<file path="src/rtl/wbb_pkg.sv">
package wbb_pkg;
  typedef enum logic [1:0] {
    CAUSE_EVICT = 2'd0,
    CAUSE_WBINV = 2'd1,
    CAUSE_FLUSH = 2'd2
  } vic_cause_e;

  typedef enum logic {
    SRC_IMISS = 1'b0,
    SRC_INQ   = 1'b1
  } snp_src_e;
endpackage

</file>
<file path="src/rtl/wbb_store.sv">
module wbb_store #(
  parameter int LA_W   = 27,
  parameter int LINE_W = 256,
  parameter int BEAT_W = 64,
  parameter int BEATS  = 4,
  parameter int CNT_W  = 2,
  parameter int BOFF_W = 3
) (
  input  logic                          clk_i,
  input  logic                          rst_ni,
  input  logic                          load_i,
  input  logic [LA_W-1:0]               line_i,
  input  logic [LINE_W-1:0]             data_i,
  input  logic [CNT_W-1:0]              beat_i,
  output logic [LA_W-1:0]               line_o,
  output logic [LINE_W-1:0]             data_o,
  output logic [LA_W+CNT_W+BOFF_W-1:0]  beat_addr_o,
  output logic [BEAT_W-1:0]             beat_data_o
);
  logic [LA_W-1:0]   line_q;
  logic [LINE_W-1:0] data_q;
  logic [BEAT_W-1:0] beats [BEATS];

  always_ff @(posedge clk_i or negedge rst_ni) begin
    if (!rst_ni) begin
      line_q <= '0;
      data_q <= '0;
    end else if (load_i) begin
      line_q <= line_i;
      data_q <= data_i;
    end
  end

  for (genvar g = 0; g < BEATS; g++) begin : g_beat
    assign beats[g] = data_q[g*BEAT_W +: BEAT_W];
  end

  assign line_o      = line_q;
  assign data_o      = data_q;
  assign beat_data_o = beats[beat_i];
  assign beat_addr_o = {line_q, beat_i, {BOFF_W{1'b0}}};
endmodule

</file>
<file path="src/rtl/wbb_snoop.sv">
module wbb_snoop #(
  parameter int LA_W   = 27,
  parameter int LINE_W = 256
) (
  input  logic              full_i,
  input  logic [LA_W-1:0]   line_i,
  input  logic [LINE_W-1:0] data_i,
  input  logic              snp_valid_i,
  input  logic              snp_src_i,
  input  logic [LA_W-1:0]   snp_line_i,
  output logic              hit_o,
  output logic              hitm_o,
  output logic [LINE_W-1:0] data_o
);
  import wbb_pkg::*;

  always_comb begin
    hit_o  = snp_valid_i && full_i && (snp_line_i == line_i);
    hitm_o = hit_o && (snp_src_e'(snp_src_i) == SRC_INQ);
    data_o = hit_o ? data_i : '0;
  end
endmodule

</file>
<file path="src/rtl/wbb_ctrl.sv">
module wbb_ctrl #(
  parameter int BEATS = 4,
  parameter int CNT_W = 2
) (
  input  logic              clk_i,
  input  logic              rst_ni,
  input  logic              vic_valid_i,
  input  wbb_pkg::vic_cause_e cause_i,
  input  logic              fill_start_i,
  input  logic              fill_done_i,
  input  logic              inq_hit_i,
  input  logic              bus_ack_i,
  output logic              load_o,
  output logic              full_o,
  output logic              req_o,
  output logic              last_o,
  output logic [CNT_W-1:0]  beat_o
);
  import wbb_pkg::*;

  localparam logic [CNT_W-1:0] LAST_BEAT = CNT_W'(BEATS - 1);

  logic             full_q, hold_q, fill_open_q;
  logic [CNT_W-1:0] beat_q;
  logic             hold_d, beat_go, done;

  assign load_o  = vic_valid_i && !full_q;
  assign req_o   = full_q && !hold_q;
  assign last_o  = beat_q == LAST_BEAT;
  assign beat_go = req_o && bus_ack_i;
  assign done    = beat_go && last_o;
  // eviction waits only for a fill still open after this cycle
  assign hold_d  = (cause_i == CAUSE_EVICT) && fill_open_q && !fill_done_i;

  always_ff @(posedge clk_i or negedge rst_ni) begin
    if (!rst_ni) begin
      fill_open_q <= 1'b0;
    end else if (fill_start_i) begin
      fill_open_q <= 1'b1;
    end else if (fill_done_i) begin
      fill_open_q <= 1'b0;
    end
  end

  always_ff @(posedge clk_i or negedge rst_ni) begin
    if (!rst_ni) begin
      full_q <= 1'b0;
      hold_q <= 1'b0;
      beat_q <= '0;
    end else if (load_o) begin
      full_q <= 1'b1;
      hold_q <= hold_d;
      beat_q <= '0;
    end else begin
      if (done) full_q <= 1'b0;
      if (fill_done_i || inq_hit_i) hold_q <= 1'b0;
      if (beat_go) beat_q <= last_o ? '0 : beat_q + 1'b1;
    end
  end

  assign full_o = full_q;
  assign beat_o = beat_q;
endmodule

</file>
<file path="src/rtl/wbb_line_buf.sv">
module wbb_line_buf #(
  parameter int ADDR_W     = 32,
  parameter int LINE_BYTES = 32,
  parameter int BEAT_BYTES = 8,
  localparam int OFF_W     = $clog2(LINE_BYTES),
  localparam int BOFF_W    = $clog2(BEAT_BYTES),
  localparam int BEATS     = LINE_BYTES / BEAT_BYTES,
  localparam int CNT_W     = OFF_W - BOFF_W,
  localparam int LA_W      = ADDR_W - OFF_W,
  localparam int LINE_W    = LINE_BYTES * 8,
  localparam int BEAT_W    = BEAT_BYTES * 8
) (
  input  logic              clk_i,
  input  logic              rst_ni,
  input  logic              vic_valid_i,
  input  logic [1:0]        vic_cause_i,
  input  logic [LA_W-1:0]   vic_line_i,
  input  logic [LINE_W-1:0] vic_data_i,
  output logic              vic_ready_o,
  input  logic              fill_start_i,
  input  logic              fill_done_i,
  output logic              bus_req_o,
  output logic [ADDR_W-1:0] bus_addr_o,
  output logic [BEAT_W-1:0] bus_data_o,
  output logic              bus_last_o,
  input  logic              bus_ack_i,
  input  logic              snp_valid_i,
  input  logic              snp_src_i,
  input  logic [LA_W-1:0]   snp_line_i,
  output logic              snp_hit_o,
  output logic              snp_hitm_o,
  output logic [LINE_W-1:0] snp_data_o
);
  import wbb_pkg::*;

  logic              load, full;
  logic [CNT_W-1:0]  beat;
  logic [LA_W-1:0]   line_q;
  logic [LINE_W-1:0] data_q;

  wbb_ctrl #(.BEATS(BEATS), .CNT_W(CNT_W)) u_ctrl (
    .clk_i       (clk_i),
    .rst_ni      (rst_ni),
    .vic_valid_i (vic_valid_i),
    .cause_i     (vic_cause_e'(vic_cause_i)),
    .fill_start_i(fill_start_i),
    .fill_done_i (fill_done_i),
    .inq_hit_i   (snp_hitm_o),
    .bus_ack_i   (bus_ack_i),
    .load_o      (load),
    .full_o      (full),
    .req_o       (bus_req_o),
    .last_o      (bus_last_o),
    .beat_o      (beat)
  );

  wbb_store #(
    .LA_W(LA_W), .LINE_W(LINE_W), .BEAT_W(BEAT_W),
    .BEATS(BEATS), .CNT_W(CNT_W), .BOFF_W(BOFF_W)
  ) u_store (
    .clk_i      (clk_i),
    .rst_ni     (rst_ni),
    .load_i     (load),
    .line_i     (vic_line_i),
    .data_i     (vic_data_i),
    .beat_i     (beat),
    .line_o     (line_q),
    .data_o     (data_q),
    .beat_addr_o(bus_addr_o),
    .beat_data_o(bus_data_o)
  );

  wbb_snoop #(.LA_W(LA_W), .LINE_W(LINE_W)) u_snoop (
    .full_i     (full),
    .line_i     (line_q),
    .data_i     (data_q),
    .snp_valid_i(snp_valid_i),
    .snp_src_i  (snp_src_i),
    .snp_line_i (snp_line_i),
    .hit_o      (snp_hit_o),
    .hitm_o     (snp_hitm_o),
    .data_o     (snp_data_o)
  );

  assign vic_ready_o = !full;
endmodule

</file>
<file path="config.mk">
export PLATFORM = sky130hd
export DESIGN_NAME = wbb_line_buf
export DESIGN_NICKNAME = d
export VERILOG_FILES = /design/src/rtl/wbb_pkg.sv /design/src/rtl/wbb_store.sv /design/src/rtl/wbb_snoop.sv /design/src/rtl/wbb_ctrl.sv /design/src/rtl/wbb_line_buf.sv
export SDC_FILE = /design/constraint.sdc
export NUM_CORES = 1
export LEC_CHECK = 0
export CORE_AREA = 4 4 264 266
export DETAILED_ROUTE_END_ITERATION = 8
export DIE_AREA = 0 0 268 270
export GPL_ROUTABILITY_DRIVEN = 0
export GPL_TIMING_DRIVEN = 0
export PLACE_DENSITY = 0.52
export SYNTH_ARGS = -nofsm -noshare
export SYNTH_HDL_FRONTEND = slang
export SYNTH_HIERARCHICAL = 1
export SYNTH_SLANG_ARGS = --single-unit
</file>
<file path="constraint.sdc">
create_clock -name clk_i -period 2.7 [get_ports clk_i]
set_clock_uncertainty 0.15 [all_clocks]
set_input_delay 0.675 -clock clk_i [delete_from_list [all_inputs] [get_ports clk_i]]
set_output_delay 0.675 -clock clk_i [all_outputs]
set_load 0.02 [all_outputs]
</file>
==> results of run 1 <==
-- through the flow --
step           utilization  instances
2_1_floorplan            -       1344
3_3_place_gp        0.3737       2890
3_5_place_dp        0.3750       2893
4_1_cts             0.3949       2977
5_1_grt             0.4193       3010
6_report            0.4193       3011
-- layout make-up --
cell class | instances | area, um^2 | share of cell area
multi-input combinational | 662 | 8685 | 0.3090
timing repair buffer | 726 | 7247 | 0.2578
sequential | 288 | 7212 | 0.2566
buffer | 116 | 1495 | 0.05319
clock buffer | 59 | 1162 | 0.04135
tap | 873 | 1092 | 0.03886
inverter | 260 | 975.9 | 0.03472
clock inverter | 10 | 197.7 | 0.007033
antenna | 17 | 42.54 | 0.001513
-- flip-flops by register name, indices dropped and copies added, names as in the netlist --
name / cells
u_store/data_o: 256
u_store/line_o: 27
u_ctrl/beat_o: 2
u_ctrl/fill_open_q: 1
u_ctrl/full_o: 1
u_ctrl/hold_q: 1
-- power by group --
part	internal, uW	total, uW	switching, uW
Combinational	6820	12900	6130
Sequential	6520	8510	1990
Clock	3450	5600	2150
-- worst reg2reg max path, delay by kind of cell (launching register included) --
kind,cells,cell delay [ps]
DFF,1,390
xor gates and xnor gates,1,160
buffers and inverters,4,660
AOI/OAI and AO/OA,1,50
and+or+nand+nor,4,890
-- per-layer routing --
layer  vias up  routed length (um)  share of wire
met4         4                2336          0.030
met5         -                  27        0.00034
met3       114                5035          0.064
met1      6986               30910           0.39
li1       6058                   -              -
met2       471               40250           0.51
-- cell families after synthesis --
logic type | count (synthesis) | share of synthesized area
AOI/OAI and AO/OA | 7 | 0.003746
xor gates and xnor gates | 26 | 0.01363
adders and majority gates | 1 | 0.0007490
buffers and inverters | 394 | 0.1219
DFF | 288 | 0.4315
muxes | 348 | 0.2787
other | 1 | 0.0002245
and+or+nand+nor | 277 | 0.1496
-- final timing paths --
check,startpoint,end,slack [ps]
min in group asynchronous,rst_ni,u_store/line_o[6],530
setup reg to reg,u_store/line_o[6],u_ctrl/hold_q,300
max in group asynchronous,rst_ni,u_store/data_o[88],890
hold reg to reg,u_ctrl/fill_open_q,u_ctrl/fill_open_q,340
hold / removal,u_ctrl/fill_open_q,u_ctrl/fill_open_q,340
setup / recovery,snp_valid_i,snp_data_o[117],-850
-- repair_timing --
item                       4_1_cts  5_1_grt
hold endpoints to repair        59        0
pin swaps                       20       17
hold buffers                     1        0
buffers inserted                18       18
resized for setup             1404      363
setup endpoints to repair      325      324
gates cloned                     4        9
-- cell usage after synthesis --
| master | n | area [um^2] |
|---|---|---|
| sky130_fd_sc_hd__or4_1 | 1 | 7.510 |
| sky130_fd_sc_hd__nand2_1 | 3 | 11.26 |
| sky130_fd_sc_hd__nand3_1 | 2 | 10.01 |
| sky130_fd_sc_hd__nor3_2 | 220 | 2202 |
| sky130_fd_sc_hd__a21oi_2 | 1 | 8.760 |
| sky130_fd_sc_hd__a22o_1 | 1 | 8.760 |
| sky130_fd_sc_hd__buf_1 | 1 | 3.750 |
| sky130_fd_sc_hd__mux2_1 | 1 | 11.26 |
| sky130_fd_sc_hd__buf_4 | 59 | 442.9 |
| sky130_fd_sc_hd__buf_6 | 26 | 292.8 |
| sky130_fd_sc_hd__a2111oi_2 | 1 | 15.01 |
| sky130_fd_sc_hd__nand4_1 | 3 | 18.77 |
| sky130_fd_sc_hd__nor4_1 | 3 | 18.77 |
| sky130_fd_sc_hd__conb_1 | 1 | 3.750 |
| sky130_fd_sc_hd__xnor2_1 | 11 | 96.34 |
| sky130_fd_sc_hd__buf_2 | 33 | 165.2 |
| sky130_fd_sc_hd__mux4_2 | 60 | 1351 |
| sky130_fd_sc_hd__nor3_1 | 37 | 185.2 |
| sky130_fd_sc_hd__a21o_1 | 1 | 7.510 |
| sky130_fd_sc_hd__dfrtp_1 | 288 | 7207 |
| sky130_fd_sc_hd__or3b_1 | 1 | 8.760 |
| sky130_fd_sc_hd__buf_12 | 6 | 120.1 |
| sky130_fd_sc_hd__o211ai_1 | 1 | 7.510 |
| sky130_fd_sc_hd__nor2_1 | 4 | 15.01 |
| sky130_fd_sc_hd__clkbuf_2 | 1 | 5.000 |
| sky130_fd_sc_hd__a31oi_1 | 1 | 6.260 |
| sky130_fd_sc_hd__clkbuf_1 | 8 | 30.03 |
| sky130_fd_sc_hd__o2111ai_1 | 1 | 8.760 |
| sky130_fd_sc_hd__nor2b_2 | 1 | 8.760 |
| sky130_fd_sc_hd__mux2_2 | 283 | 3187 |
| sky130_fd_sc_hd__inv_1 | 260 | 975.9 |
| sky130_fd_sc_hd__ha_1 | 1 | 12.51 |
| sky130_fd_sc_hd__nor2b_1 | 2 | 12.51 |
| sky130_fd_sc_hd__xor2_1 | 15 | 131.4 |
| sky130_fd_sc_hd__mux4_1 | 4 | 105.1 |
==> impl_metrics.sql, run 1 <==
INSERT INTO impl_metrics (metric_group, metric, value, unit) VALUES
('grt', 'grt_use_met3', '0.05357', ''),
('sta', 'grt_setup_unrepaired', 'true', ''),
('layout', 'layout.cells.most_common_list', 'sky130_fd_sc_hd__clkdlybuf4s50_1 (388), sky130_fd_sc_hd__dfrtp_1 (284), sky130_fd_sc_hd__mux2_2 (283)', ''),
('floorplan', 'floorplan.die_area', '72360', 'um^2'),
('sta', 'final.min_clock_period', '3552', 'ps'),
('layout', 'area_delta_synth_final', '68.30', '%'),
('clocking', 'cts_htree_levels', '2', ''),
('sta', 'achievable-frequency', '281.5', 'MHz'),
('worst_setup_path', 'worst_path_cell_chain', 'clkdlybuf4s50_1 > o2111ai_2 > or4_4 > buf_12 > clkbuf_16 > buf_12 > nor3_2 > buf_4', ''),
('sta', 'layout_setup_ws', '-852.3', 'ps'),
('worst_setup_path', 'critPathKind', 'in -> out', ''),
('synthesis', 'synth-seq-cells', '288', ''),
('power', 'power_density', '962.4', 'nW/um^2'),
('worst_setup_path', 'crit_cells', '8', ''),
('worst_setup_path', 'arrival', '2730', 'ps'),
('clocking', 'clock-sinks', '288', ''),
('grt', 'grt_pass1_vias', '14604', ''),
('synthesis', 'ys.warnings.count', '6', ''),
('grt', 'use_met2', '0.3572', ''),
('floorplan', 'boundaryPins', '677', ''),
('grt', 'met1_track_demand_over_resource', '0.2522', ''),
('detailed_routing', 'detail_route.first_pass.iterations', '6', ''),
('min_path', 'whs_path_depth', '1', ''),
('place', 'port_buffers', '673', ''),
('floorplan', 'placementRows', '95', ''),
('grt', 'grt_overflow_total', '0', ''),
('worst_setup_path', 'critPathRequiredTime', '1880', 'ps'),
('synthesis', 'synthesis.area', '16700', 'um^2'),
('floorplan', 'die_h', '270', 'um'),
('clocking', 'tritoncts.num_buffers', '39', ''),
('floorplan', 'die_w', '268', 'um'),
('floorplan', 'core-area', '67040', 'um^2'),
('sta', 'final_hold_viol_count', '0', ''),
('detailed_routing', 'detail-route-antenna-nets', '0', ''),
('grt', 'grt_pass1_wl', '109.5', 'mm'),
('grt', 'gr-max-usage-layer', 'met2', ''),
('layout', 'fill_cells', '6437', ''),
('worst_setup_path', 'worstPathMaxFanout', '10', ''),
('grt', 'grt_antenna_before_repair', '19', ''),
('min_path', 'hp-class', 'reg -> reg', ''),
('clocking', 'tritoncts', 'yes', ''),
('place', 'detailed_place.area', '25140', 'um^2'),
('sta', 'setup_viol_count_final', '323', ''),
('synthesis', 'synthesis.instances', '1342', ''),
('detailed_routing', 'drt_first_iter_violations', '615', ''),
('place', 'detailedPlacementHpwl', '59.07', 'mm'),
('detailed_routing', 'via_per_inst', '4.528', ''),
('sta', 'setup_total_neg_slack', '-243440', 'ps'),
('status', 'run_status', 'finished with violations', ''),
('worst_setup_path', 'cp-end-kind', 'primary output', ''),
('worst_setup_path', 'cp_slowest_cell', 'sky130_fd_sc_hd__or4_4', ''),
('power', 'p_total', '27050', 'uW'),
('worst_setup_path', 'timing.critical_path.slowest_cell_delay', '570', 'ps'),
('detailed_routing', 'wirelength', '78.56', 'mm'),
('clocking', 'cts_root_buffer', 'sky130_fd_sc_hd__clkbuf_16', ''),
('grt', 'grt.total_usage', '0.2085', ''),
('sta', 'timing_worst_slew_pin_value', '586.4', 'ps'),
('sta', 'final_cycle_utilization_of_the_critical_path', '1.316', ''),
('detailed_routing', 'post-route-drc-count', '0', ''),
('clocking', 'worst_skew_pair.late_latency', '540', 'ps'),
('grt', 'grt_max_degree', '93', ''),
('place', 'post-place-ws', '-2995', 'ps'),
('synthesis', 'synthDistinctLibCells', '35', ''),
('worst_setup_path', 'count_of_buffering_cells_on_the_critical_path_with_inverters_included', '5', ''),
('status', 'failed_checks', 'negative setup slack', ''),
('sta', 'hold_slack', '336.7', 'ps'),
('layout', 'finalNetCount', '2414', ''),
('detailed_routing', 'wire_per_inst', '26.09', 'um'),
('layout', 'most_frequent_standard_cell_in_the_layout_excluding_fill_and_tap_cells', 'sky130_fd_sc_hd__clkdlybuf4s50_1', ''),
('power', 'cellLeakagePower', '0.01279', 'uW'),
('flow_run', 'maxCapViolations', '0', '');
Power figures use the tool's default switching activity.
==> inputs of run 2 (changes only) <==
--- a/config.mk
+++ b/config.mk
@@ -8,9 +8,10 @@
 export CORE_AREA = 4 4 264 266
 export DETAILED_ROUTE_END_ITERATION = 8
 export DIE_AREA = 0 0 268 270
+export DONT_BUFFER_PORTS = 1
 export GPL_ROUTABILITY_DRIVEN = 0
 export GPL_TIMING_DRIVEN = 0
-export PLACE_DENSITY = 0.52
+export PLACE_DENSITY = 0.38
 export SYNTH_ARGS = -nofsm -noshare
 export SYNTH_HDL_FRONTEND = slang
 export SYNTH_HIERARCHICAL = 1
==> run 2 against run 1 <==
Effect of this change:
- the run ends with negative hold slack, negative setup slack left
- sequential power up 2.9%
- routed wire length decreased by 4.7%
- critical path depth is the same
- utilization shrank 8.1 points
- power is 8.5% lower
- clock power is 5.5% lower
- via count shrank 19%
- clock-buffer cell count grew 2
- highest routed layer unchanged
==> impl_metrics.sql, run 2 (synthesized netlist as in run 1, its figures left out) <==
INSERT INTO impl_metrics (metric_group, metric, value, unit) VALUES
('place', 'port_buffers', '0', ''),
('detailed_routing', 'wirelength', '74.85', 'mm'),
('worst_setup_path', 'arrival', '2960', 'ps'),
('clocking', 'worst_skew_pair.late_latency', '550', 'ps'),
('clocking', 'clock-sinks', '288', ''),
('detailed_routing', 'wire_per_inst', '31.84', 'um'),
('detailed_routing', 'detail-route-antenna-nets', '0', ''),
('sta', 'number_of_max_slew_violations_in_the_final_report', '0', ''),
('floorplan', 'die_h', '270', 'um'),
('clocking', 'cts_hold_buf', '1', ''),
('floorplan', 'floorplan.die_area', '72360', 'um^2'),
('sta', 'setup_viol_count_final', '323', ''),
('grt', 'grt_pass1_wl', '101.0', 'mm'),
('clocking', 'clk_path_buf_depth', '3', ''),
('sta', 'final_cycle_utilization_of_the_critical_path', '1.400', ''),
('worst_setup_path', 'rr_startpoint', 'u_store/line_o[0]', ''),
('layout', 'finalNetCount', '1759', ''),
('power', 'total_switching_power', '10170', 'uW'),
('layout', 'layout.cells.most_common_list', 'sky130_fd_sc_hd__mux2_2 (283), sky130_fd_sc_hd__dfrtp_1 (277), sky130_fd_sc_hd__inv_1 (260)', ''),
('power', 'maximum_resistive_drop_on_vdd', '543.8', 'uV'),
('power', 'power_density', '1091', 'nW/um^2'),
('sta', 'hold_slack', '-306.1', 'ps'),
('floorplan', 'core-area', '67040', 'um^2'),
('floorplan', 'boundaryPins', '677', ''),
('status', 'failed_checks', 'negative hold slack, negative setup slack', ''),
('clocking', 'cts_htree_levels', '2', ''),
('floorplan', 'die_w', '268', 'um'),
('worst_setup_path', 'timing.critical_path.from', 'u_store/line_o[12]', ''),
('clocking', 'tritoncts.num_buffers', '40', ''),
('grt', 'grt_antenna_before_repair', '18', ''),
('detailed_routing', 'detailroute.wirelength.met2', '38.56', 'mm'),
('sta', 'grt_setup_unrepaired', 'true', ''),
('detailed_routing', 'via_count', '11104', ''),
('flow_run', 'maxCapViolations', '0', ''),
('layout', 'fill_cells', '6621', ''),
('detailed_routing', 'top_layer_used', 'met5', ''),
('layout', 'max_ffs_per_register', '256', ''),
('sta', 'final_hold_viol_count', '288', ''),
('sta', 'max_slew_margin', '0.5983', ''),
('floorplan', 'floorplan.initialDensity', '0.2491', ''),
('grt', 'grt_pass1_vias', '11909', ''),
('sta', 'achievable-frequency', '264.5', 'MHz'),
('detailed_routing', 'wl_met3', '5.531', 'mm'),
('power', 'pwr-share-seq', '0.354', ''),
('sta', 'setup_total_neg_slack', '-258010', 'ps'),
('clocking', 'cts_root_buffer', 'sky130_fd_sc_hd__clkbuf_16', ''),
('layout', 'fraction_of_layout_instances_using_a_drive_strength_above_1', '0.5967', ''),
('power', 'p_total', '24750', 'uW'),
('floorplan', 'placementRows', '95', ''),
('detailed_routing', 'wl_met1', '29.00', 'mm'),
('place', 'place_inst', '2217', ''),
('power', 'cell_internal_pwr', '14580', 'uW'),
('worst_setup_path', 'critical_path.startpoint_type', 'flip-flop', ''),
('place', 'detailedPlacementHpwl', '54.79', 'mm'),
('power', 'power.share.switching', '0.4108', ''),
('sta', 'layout_setup_ws', '-1081', 'ps'),
('detailed_routing', 'detail_route.first_pass.iterations', '5', ''),
('worst_setup_path', 'worstPathMaxFanout', '8', ''),
('status', 'run_status', 'finished with violations', ''),
('grt', 'grt.total_usage', '0.1975', ''),
('layout', 'most_frequent_standard_cell_in_the_layout_excluding_fill_and_tap_cells', 'sky130_fd_sc_hd__mux2_2', ''),
('power', 'pwr-share-clk', '0.214', ''),
('power', 'comb_power_share', '0.432', ''),
('detailed_routing', 'via_per_inst', '4.723', ''),
('sta', 'timing_worst_slew_pin_value', '602.6', 'ps'),
('grt', 'grt_overflow_total', '0', ''),
('grt', 'grt_max_degree', '289', ''),
('clocking', 'path_clk_slew', '60', 'ps'),
('detailed_routing', 'post-route-drc-count', '0', ''),
('worst_setup_path', 'cp-end-kind', 'primary output', ''),
('sta', 'final.min_clock_period', '3781', 'ps'),
('min_path', 'hp-class', 'in -> async', ''),
('clocking', 'tritoncts', 'yes', ''),
('worst_setup_path', 'critPathRequiredTime', '1880', 'ps'),
('detailed_routing', 'drt_first_iter_violations', '472', ''),
('worst_setup_path', 'critPathKind', 'reg -> out', ''),
('layout', 'layoutNonFillerInstCount', '2351', ''),
('power', 'cellLeakagePower', '0.01103', 'uW'),
('layout', 'area_delta_synth_final', '35.82', '%');
-- run 2: worst paths after layout --
kind,endpoint,slack (ps),cells after the start
setup / recovery,snp_data_o[194],-1080,8
hold / removal,u_store/line_o[8],-310,0
setup reg to reg,u_ctrl/hold_q,-80,11
hold reg to reg,u_ctrl/fill_open_q,340,1
max in group asynchronous,u_store/data_o[27],2200,0
min in group clk_i,u_ctrl/fill_open_q,70,1
-- run 2: power groups by stage --
stage | Sequential [uW] | Combinational, uW | Clock (uW)
4_1_cts | 8780 | 10200 | 5510
3_3_place_gp | 8790 | 9480 | 0
6_report | 8760 | 10700 | 5290
3_5_place_dp | 8830 | 9550 | 0
2_1_floorplan | 7930 | 7780 | 0
5_1_grt | 9120 | 11400 | 5680
-- run 2: what timing repair did --
action | CTS | global route
resized for setup | 315 | 105
hold endpoints to repair | 289 | 288
pin swaps | 22 | 36
buffers inserted | 3 | 26
gates cloned | 4 | 21
endpoints found under the setup margin | 323 | 323
-- run 2: metrics by stage --
step	util	worst slack, ps	instance area, um^2
2_1_floorplan	-	-243.8	17230
3_3_place_gp	0.2733	-2361	18320
3_5_place_dp	0.2733	-2384	18320
4_1_cts	0.3201	-1125	21460
5_1_grt	0.3380	-1202	22660
6_report	0.3384	-1081	22690
-- run 2: routing by layer --
layer  vias up  global-route usage
li1       4770                   -
met1      5753              0.2351
met2       465              0.3473
met3       104             0.06177
met4        12             0.04702
met5         -                   0
-- run 2: area by class of cell --
type                            count  area [um^2]  share of cell area
Buffer                            133         1793             0.07904
Timing Repair Buffer               53        935.9             0.04126
Tap cell                          873         1092             0.04815
Multi-Input combinational cell    662         9340              0.4117
Clock inverter                      6        68.82            0.003033
Antenna cell                       15        37.54            0.001655
Clock buffer                       61         1221             0.05383
Sequential cell                   288         7221              0.3183
Inverter                          260        975.9             0.04302
-- run 2: critical path: stages (launching register included) --
cell                      delay [ps]
sky130_fd_sc_hd__dfrtp_1         480
sky130_fd_sc_hd__buf_4           180
sky130_fd_sc_hd__xnor2_1         130
sky130_fd_sc_hd__nand4_1         150
sky130_fd_sc_hd__or4_4           520
sky130_fd_sc_hd__buf_12          180
sky130_fd_sc_hd__buf_16          180
sky130_fd_sc_hd__buf_16          160
sky130_fd_sc_hd__nor3_4          420
